--- src/rtl/tmr_wdt_prescale.sv ---
module tmr_wdt_prescale #(
  parameter int TW    = 8,
  parameter int PW    = 8,
  parameter int RW    = 3,
  parameter int WDT_W = 4
) (
  input  logic          clk,
  input  logic          rst_n,
  input  logic          cfg_ext_src,
  input  logic          cfg_fall_edge,
  input  logic          cfg_pre_wdt,
  input  logic [RW-1:0] cfg_ratio,
  input  logic          tmr_wr,
  input  logic [TW-1:0] tmr_wdata,
  input  logic          flag_clr,
  input  logic          wdt_clr,
  input  logic          cnt_pin,
  output logic [TW-1:0] tmr_q,
  output logic          ovf_flag,
  output logic          wdt_timeout
);

  logic [2:0]       pin_s;
  logic [PW-1:0]    pre;
  logic [WDT_W-1:0] base;
  logic             inc_d1, inc_d2;

  logic ext_evt, src_evt, wrap, tick_t, tick_w, inc, set_ovf;
  logic [PW-1:0] mask_w, mask_t;

  assign mask_w  = PW'((32'd1 << cfg_ratio) - 32'd1);
  assign mask_t  = {mask_w[PW-2:0], 1'b1};
  assign ext_evt = cfg_fall_edge ? (~pin_s[1] & pin_s[2]) : (pin_s[1] & ~pin_s[2]);
  assign src_evt = cfg_ext_src ? ext_evt : 1'b1;
  assign wrap    = (&base) & ~wdt_clr;
  assign tick_t  = src_evt & (&(pre | ~mask_t));
  assign tick_w  = wrap & (&(pre | ~mask_w));
  assign inc     = cfg_pre_wdt ? src_evt : tick_t;
  assign set_ovf = inc_d2 & ~tmr_wr & (&tmr_q);

  always_ff @(posedge clk or negedge rst_n)
    if (!rst_n) pin_s <= '0;
    else        pin_s <= {pin_s[1:0], cnt_pin};

  always_ff @(posedge clk or negedge rst_n) begin
    if (!rst_n) pre <= '0;
    else if (!cfg_pre_wdt) begin
      if (tmr_wr)       pre <= '0;
      else if (src_evt) pre <= pre + 1'b1;
    end else begin
      if (wdt_clr)      pre <= '0;
      else if (wrap)    pre <= pre + 1'b1;
    end
  end

  always_ff @(posedge clk or negedge rst_n)
    if (!rst_n)       base <= '0;
    else if (wdt_clr) base <= '0;
    else              base <= base + 1'b1;

  always_ff @(posedge clk or negedge rst_n)
    if (!rst_n) wdt_timeout <= 1'b0;
    else        wdt_timeout <= cfg_pre_wdt ? tick_w : wrap;

  always_ff @(posedge clk or negedge rst_n) begin
    if (!rst_n) begin
      inc_d1 <= 1'b0;
      inc_d2 <= 1'b0;
      tmr_q  <= '0;
    end else if (tmr_wr) begin
      inc_d1 <= 1'b0;
      inc_d2 <= 1'b0;
      tmr_q  <= tmr_wdata;
    end else begin
      inc_d1 <= inc;
      inc_d2 <= inc_d1;
      if (inc_d2) tmr_q <= tmr_q + 1'b1;
    end
  end

  always_ff @(posedge clk or negedge rst_n)
    if (!rst_n) ovf_flag <= 1'b0;
    else        ovf_flag <= set_ovf | (ovf_flag & ~flag_clr);


  tmr_step_chk: assert property (@(posedge clk) disable iff (!rst_n)
    (!tmr_wr && inc_d2) |=> tmr_q == TW'($past(tmr_q) + 1'b1));


  ovf_set_chk: assert property (@(posedge clk) disable iff (!rst_n)
    (inc_d2 && !tmr_wr && tmr_q == {TW{1'b1}}) |=> (ovf_flag && tmr_q == '0));


  ovf_sticky_chk: assert property (@(posedge clk) disable iff (!rst_n)
    (ovf_flag && !flag_clr) |=> ovf_flag);


  pre_tmr_clr_chk: assert property (@(posedge clk) disable iff (!rst_n)
    (tmr_wr && !cfg_pre_wdt) |=> pre == '0);


  pre_wdt_clr_chk: assert property (@(posedge clk) disable iff (!rst_n)
    (wdt_clr && cfg_pre_wdt) |=> (pre == '0 && base == '0));


  wdt_clr_quiet_chk: assert property (@(posedge clk) disable iff (!rst_n)
    wdt_clr |=> !wdt_timeout);

endmodule

--- config.mk ---
export PLATFORM = sky130hd
export DESIGN_NAME = tmr_wdt_prescale
export DESIGN_NICKNAME = d
export VERILOG_FILES = /design/src/rtl/tmr_wdt_prescale.sv
export SDC_FILE = /design/constraint.sdc
export NUM_CORES = 1
export LEC_CHECK = 0
export CORE_AREA = 5 5 59 61
export DETAILED_ROUTE_END_ITERATION = 7
export DIE_AREA = 0 0 64 66
export PLACE_DENSITY_LB_ADDON = 0.3
export SKIP_LAST_GASP = 1
export SLEW_MARGIN = 15
export SYNTH_ARGS = -nofsm -noshare
export SYNTH_HDL_FRONTEND = slang
export SYNTH_SLANG_ARGS = --single-unit
--- constraint.sdc ---
create_clock -name clk -period 4.4 [get_ports clk]
set_clock_uncertainty 0.1 [all_clocks]
set_input_delay 0.66 -clock clk [delete_from_list [all_inputs] [get_ports clk]]
set_output_delay 0.66 -clock clk [all_outputs]
set_load 0.02 [all_outputs]
# After elaboration in Yosys (flattened, before gate mapping)
# Index checks and enable logic that the tools add are counted.
[word_totals]
register_bits = 27
out_inout_bits = 10
inputBits = 20
wordCells = 53
[op_classes]
reduce_logical = 7
n_bitwise = 18
n_eq_ne = 1
n_mux = 14
addsub = 4
n_shift = 1
[op_table]
columns = ["op", "count"]
rows = [
  ["two-way mux 8 bit", 7],
  ["AND reduction 8 bit", 3],
  ["adder 8 x 1 -> 8 bit, second input constant", 2],
  ["inverter 8 bit", 2],
  ["OR 8 bit", 2],
  ["AND 1 bit", 8],
  ["left shift 1 x 3 -> 8 bit, first input constant", 1],
  ["subtractor 8 x 1 -> 8 bit, second input constant", 1],
  ["two-way mux 1 bit", 6],
  ["inverter 1 bit", 5],
  ["adder 4 x 1 -> 4 bit, second input constant", 1],
  ["two-way mux 4 bit", 1],
  ["AND reduction 4 bit", 1],
  ["inequality test 3 x 1 -> 1 bit, second input constant", 1],
  ["nonzero test 3 bit", 1],
  ["AND reduction 2 bit", 1],
  ["nonzero test 2 bit", 1],
  ["OR 1 bit", 1],
]

# Logic depth before layout (Yosys ltp)
# Gate-level depths: netlist of run 1.
[depth]
depth_word = 8
depth_mapped = 6
ltp_nobuf = 5

# Worst setup path before layout of run 1
# Ideal clock, no wire load.
[synth_path]
path_kind = "input to register"
start = "in tmr_wr"
end = "reg pre[5]"
setup_slack_ns = 2.532
cell_stages = 4
setup_time_ns = 0.079
n_path_buf = 0
t_arrival_ns = 1.689
t_required_ns = 4.221
cell_sequence = "or3b_4 > a211oi_4 > or4_4 > mux2i_1"
[synth_via]
elab_chain_cells = 2
[synth_lines]
columns = ["element", "line_no", "rtl"]
rows = [
  ["start: declaration", "13", "input logic tmr_wr,"],
  ["nonzero test 3 bit (no source line) or two-way mux 8 bit (tied branches)", "n/a", ""],
  ["AND reduction 2 bit (no source line) or two-way mux 8 bit (tied branches)", "n/a", ""],
  ["end signal: assignment", "49", "else if (src_evt) pre <= pre + 1'b1;"],
  ["end signal: assignment", "52", "else if (wrap) pre <= pre + 1'b1;"],
  ["end: declaration", "24", "logic [PW-1:0] pre;"],
]
# Several ways; a longest one is shown, not always the timed one.
# A chain may end at the register's enable or synchronous reset.

# Final worst setup path of run 1
[layout_path]
start = "in tmr_wr"
end = "reg pre[4]"
# The elaborated chain is that of the path after synthesis.

==> results of run 1 <==
==> worst max-delay path, cell delays in order <==
cell	delay, ns
clkdlybuf4s50_1	0.74
or3b_4	0.56
a211oi_4	0.37
o311ai_0	0.21
o31ai_1	0.14
==> cells by family (layout without fill, tap and decap cells) <==
group                      after synthesis  count (layout)
AOI/OAI and AO/OA                       39              39
xor gates and xnor gates                 9               9
adders and majority gates                3               3
buffers and inverters                   13              41
DFF                                     27              27
muxes                                    4               4
and+or+nand+nor                         58              58
==> metal layers <==
layer  GRT usage (%)  vias to the layer above  share of wire (%)
met2           25.75                       29                 49
met3           4.252                        6                3.8
met1           21.41                      611                 45
li1                -                      610                  -
met4           4.675                        0                1.3
met5               0                        -                  0
==> sequential cells by signal, summed over array words and instances, names as in the netlist <==
register and cells:
inc_d2 1, base 4, pin_s 3, ovf_flag 1, tmr_q 8, inc_d1 1, pre 8, wdt_timeout 1
==> worst max-delay path by stage <==
stage / start / slack (ns) / end / cells after the start
detailed placement: tmr_wr / 1.52 / pre[4] / 5
finish: tmr_wr / 1.85 / pre[4] / 5
global placement: tmr_wr / 1.59 / pre[5] / 5
CTS: tmr_wr / 1.85 / pre[5] / 5
global route: tmr_wr / 1.72 / pre[4] / 4
floorplan: tmr_wr / 2.53 / pre[5] / 4
==> area by class of cell <==
cell class / count / area [um2]
clock buffer: 4 / 26.28
tap: 33 / 41.29
fill: 248 / 1121
multi-input combinational: 113 / 739.5
inverter: 7 / 26.28
sequential: 27 / 675.6
timing repair buffer: 30 / 297.8
==> through the flow <==
| step | area [um2] | power (mW) |
|---|---|---|
| floorplan | 1476 | 0.3425 |
| global placement | 1780 | 0.3897 |
| detailed placement | 1780 | 0.3939 |
| CTS | 1807 | 0.4979 |
| global route | 1807 | 0.5225 |
| finish | 1807 | 0.4929 |
==> cell usage after synthesis, types with 3 or more instances <==
| cell | number | area, um2 |
|---|---|---|
| a21oi_1 | 3 | 15.01 |
| clkbuf_1 | 3 | 11.26 |
| dfrtp_1 | 27 | 675.7 |
| ha_1 | 3 | 37.54 |
| inv_1 | 7 | 26.28 |
| mux2i_1 | 4 | 40.04 |
| nand2_1 | 18 | 67.56 |
| nand2b_1 | 3 | 18.77 |
| nand3_1 | 8 | 40.04 |
| nand4_1 | 7 | 43.79 |
| nor2_1 | 8 | 30.03 |
| nor2b_1 | 5 | 31.28 |
| o21ai_0 | 15 | 75.07 |
| o31ai_1 | 3 | 22.52 |
| xnor2_1 | 5 | 43.79 |
| xor2_1 | 4 | 35.03 |
==> power breakdown <==
group / internal [mW] / switching, mW / total [mW]
clock network: 0.0354 / 0.0683 / 0.104
registers: 0.264 / 0.0249 / 0.289
logic: 0.0510 / 0.0492 / 0.100
==> impl_metrics.json, run 1 <==
{
  "setup_viol_count_final": 0,
  "hpwlAfterDp_mm": 2.421,
  "whs_ns": 0.2755,
  "die_h_um": 66,
  "cts_tree": "yes",
  "setup_ws_ns": 1.848,
  "fin_nets": 205,
  "ctsHoldBuffers": 0,
  "reg2reg_slack_ns": 2.64,
  "yosys_warnings": 0,
  "ys_types": 41,
  "cts_root_buf": "clkbuf_4",
  "synth-async-reset-ratio_pct": 100.0,
  "synth_compound_area_share_pct": 18.56,
  "synth_mux_area_share_pct": 2.712,
  "grt_pass1_vias": 1231,
  "syn_nets": 176,
  "crit_type": "in -> reg",
  "num_rows": 20,
  "ioPinCount": 30,
  "critPathMaxFanout": 21,
  "clock-sinks": 27,
  "place_congestion": 0.7977,
  "clk_pin_slew_ns": 0.14,
  "track_usage_pct": 16.14,
  "startpoint_type": "input port",
  "cts.htree.levels": 1,
  "place_worst_setup_slack_ns": 1.519,
  "grt_pass1_wl_mm": 5.540,
  "hold_class": "reg -> reg",
  "placedCellCount": 210,
  "hold_path_startpoint": "pin_s[0]",
  "leakage_nw": 0.7441,
  "utilization_pct": 61.71,
  "viasPerCell": 5.869,
  "synth_xor_area_share_pct": 5.339,
  "cts_buffer_depth": 2,
  "syn_area_per_cell_um2": 9.650,
  "worstHoldPathCells": 0,
  "status": "finished, final reports clean",
  "layout_commonest_cell": "clkdlybuf4s50_1",
  "final_layout_size_suffix_gt1_share_pct": 5.525,
  "grt_max_degree": 28,
  "drt_iter0_markers": 57,
  "synth-seq-cells": 27,
  "fin_crit_ns": 2.552,
  "fin_crit_sh_pct": 58.01,
  "post_synth_inst_count": 153,
  "fmax_ghz": 0.3918,
  "synthAdderAreaFrac_pct": 2.542,
  "insertion_delay_ns": 0.32,
  "synth-edff-count": 0,
  "final.setup.tns_ns": 0,
  "dieArea_mm2": 0.004224,
  "cts_setup_buffers": 0,
  "maxSlewHeadroom_pct": 45.20,
  "powerDensity_mw_per_mm2": 272.8,
  "drt_wl_total_mm": 3.273,
  "vdd_drop_max_mv": 0.2908,
  "antenna_cells": 0,
  "coreArea_mm2": 0.002928,
  "cp.arrival_ns": 2.68,
  "setup.worst_path.end_class": "flop",
  "maxCapViolCount": 0,
  "yosysSeqAreaShare_pct": 45.76,
  "fp.dieW_um": 64,
  "port_buffers": 29,
  "syn_area_mm2": 0.001476,
  "wl_per_cell_um": 15.29,
  "area_growth_pct": 22.37,
  "layout.cells.non_filler": 214,
  "cts_resized": 0,
  "cts_buffers": 3,
  "layout_common_cells": "clkdlybuf4s50_1 (29), dfrtp_1 (27), nand2_1 (18)",
  "ant_nets": 0,
  "yosys_most_used_dff": "dfrtp_1",
  "grt_overflow": 0,
  "synth-simple-area-share_pct": 20.93,
  "required_ns": 4.53,
  "rsz0062_at_grt": "false",
  "hold_viol": 0,
  "min_to": "pin_s[1]",
  "r2r_cells": 4,
  "antenna_found_initial": 0,
  "drcViolationCount": 0,
  "first_pass_iters": 4,
  "synth_top_family_by_area": "simple AND/OR/NAND/NOR gates",
  "start_util_pct": 50.43,
  "vias": 1256,
  "rr_endpoint": "pre[7]",
  "report.final.slew_viol_count": 0,
  "regToRegStartpoint": "pre[3]",
  "worstMarginPinSlew_ns": 0.7992
}
No activity file was read; power rests on OpenSTA's default activity.
==> run 2: changes to the inputs <==
- CORE_AREA: 5 5 59 61 -> 5 5 63 65
- DIE_AREA: 0 0 64 66 -> 0 0 68 70
- clock period: 4.4 -> 2.3 ns (I/O delays scaled with it)
==> run 2 against run 1 <==
  * Combinational power rose by 96%
  * Worst hold slack got worse by 0.011 ns
  * Flip-flop and latch count did not move
  * Design area rose by 2.4%
  * Die area rose by 13%
  * Clock power rose by 100%
  * Count of clock-buffer cells in the layout fell by 1
  * Highest routed layer unchanged
==> impl_metrics.json, run 2 (synthesis gave the netlist of run 1 again) <==
{
  "crit_type": "in -> reg",
  "powerDensity_mw_per_mm2": 518.5,
  "antenna_found_initial": 0,
  "num-fill-cells": 296,
  "ioPinCount": 30,
  "status": "finished, final reports clean",
  "grt_pass1_vias": 1213,
  "first_pass_iters": 4,
  "cts_root_buf": "clkbuf_4",
  "final_layout_size_suffix_gt1_share_pct": 7.609,
  "antenna_cells": 0,
  "hpwlAfterDp_mm": 2.429,
  "leakage_nw": 0.7575,
  "place_area_mm2": 0.001819,
  "vias": 1256,
  "cts.htree.levels": 1,
  "track_usage_pct": 14.50,
  "worstMarginPinSlew_ns": 0.3528,
  "p_sw_uw": 286.0,
  "cp.buffers_inverters": 1,
  "drcViolationCount": 0,
  "hold_class": "in -> async",
  "cts_tree": "yes",
  "internal_power_uw": 672.8,
  "die_h_um": 70,
  "vdd_drop_max_mv": 0.2148,
  "dieArea_mm2": 0.004760,
  "startpoint_type": "input port",
  "slowest_stage": "clkdlybuf4s50_1",
  "clk_pin_slew_ns": 0.15,
  "maxCapViolCount": 0,
  "hold_viol": 0,
  "maxSlewHeadroom_pct": 76.41,
  "cts_resized": 0,
  "critPathMaxStageDelay_ns": 0.53,
  "start_util_pct": 44.95,
  "critPathMaxFanout": 8,
  "pwr-share-comb_pct": 20.4,
  "coreArea_mm2": 0.003284,
  "layout_common_cells": "clkdlybuf4s50_1 (29), dfrtp_1 (27), nand2_1 (18)",
  "regToRegStartpoint": "base[0]",
  "fin_crit_sh_pct": 82.53,
  "seq_power_share_pct": 57.9,
  "cts_buffers": 3,
  "fin_nets": 208,
  "setup_viol_count_final": 0,
  "crit_chain": "clkdlybuf4s50_1, or3b_4, a211oi_4, or4_4, mux2i_1",
  "cts_setup_buffers": 0,
  "critPathLaunch": "cfg_pre_wdt",
  "report.final.slew_viol_count": 0,
  "place_congestion": 0.8321,
  "rsz0062_at_grt": "false",
  "fp.dieW_um": 68,
  "switching_share_pct": 29.83,
  "p_clk_share_pct": 21.7,
  "wl_per_cell_um": 14.25,
  "top_regs": "pre x8, tmr_q x8, base x4",
  "grt_pass1_wl_mm": 5.492,
  "area_growth_pct": 25.25,
  "port_buffers": 29,
  "num_rows": 21,
  "required_ns": 2.46,
  "ctsHoldBuffers": 0,
  "cp_top_family": "simple AND/OR/NAND/NOR gates",
  "setup.worst_path.end_class": "flop",
  "design_area_mm2": 0.001849,
  "insertion_delay_ns": 0.32,
  "layout_commonest_cell": "clkdlybuf4s50_1",
  "drt_iter0_markers": 79,
  "clock-sinks": 27,
  "fmax_ghz": 0.5268,
  "cts_buffer_depth": 2,
  "drt_wl_total_mm": 3.277,
  "final.setup.tns_ns": 0,
  "ant_nets": 0,
  "grt_max_degree": 28,
  "grt_overflow": 0,
  "fin_crit_ns": 1.898,
  "cp.arrival_ns": 2.06,
  "viasPerCell": 5.461
}
run 2: final cells by class:
type	instances	area, um2	share of cell area, %
Tap cell	46	57.56	3.112
Timing Repair Buffer	33	320.3	17.32
Sequential cell	27	675.6	36.54
Clock inverter	1	7.507	0.4060
Clock buffer	3	22.52	1.218
Multi-Input combinational cell	113	739.5	39.99
Inverter	7	26.28	1.421
run 2: power groups by stage:
| stage | clock, mW | sequential (mW) | combinational (mW) |
|---|---|---|---|
| 6_report | 0.208 | 0.555 | 0.196 |
| 5_1_grt | 0.237 | 0.560 | 0.218 |
| 3_3_place_gp | 0 | 0.560 | 0.192 |
| 4_1_cts | 0.217 | 0.554 | 0.198 |
| 2_1_floorplan | 0 | 0.560 | 0.0951 |
| 3_5_place_dp | 0 | 0.563 | 0.197 |
run 2: worst paths after layout:
path / to / slack, ns / cells after the start
setup / recovery: pre[5] / 0.40 / 5
hold / removal: base[3] / 0.26 / 2
setup reg to reg: pre[5] / 0.55 / 5
hold reg to reg: pin_s[1] / 0.27 / 0
max in group asynchronous: tmr_q[3] / 1.58 / 2
min in group clk: pin_s[1] / 0.27 / 0
run 2: stage by stage:
stage | cells | setup WS, ns | power (mW) | utilization, % | hold slack [ns]
after floorplan | 153 | 0.5993 | 0.6552 | - | -0.05059
after global placement | 226 | 0.1172 | 0.7515 | 55.39 | 0.2318
after detailed placement | 226 | 0.05910 | 0.7598 | 55.39 | 0.2347
after CTS | 230 | 0.4008 | 0.9685 | 56.30 | 0.2656
after global routing | 230 | 0.3146 | 1.015 | 56.30 | 0.2880
final | 230 | 0.4019 | 0.9588 | 56.30 | 0.2647
run 2: routing by layer:
metal / global-route usage (%) / vias to the layer above / wire length, um
met4: 4.636 / 0 / 34
met5: 0 / - / 0
met3: 2.404 / 4 / 185
met1: 19.17 / 602 / 1448
met2: 23.66 / 32 / 1608
li1: - / 618 / -
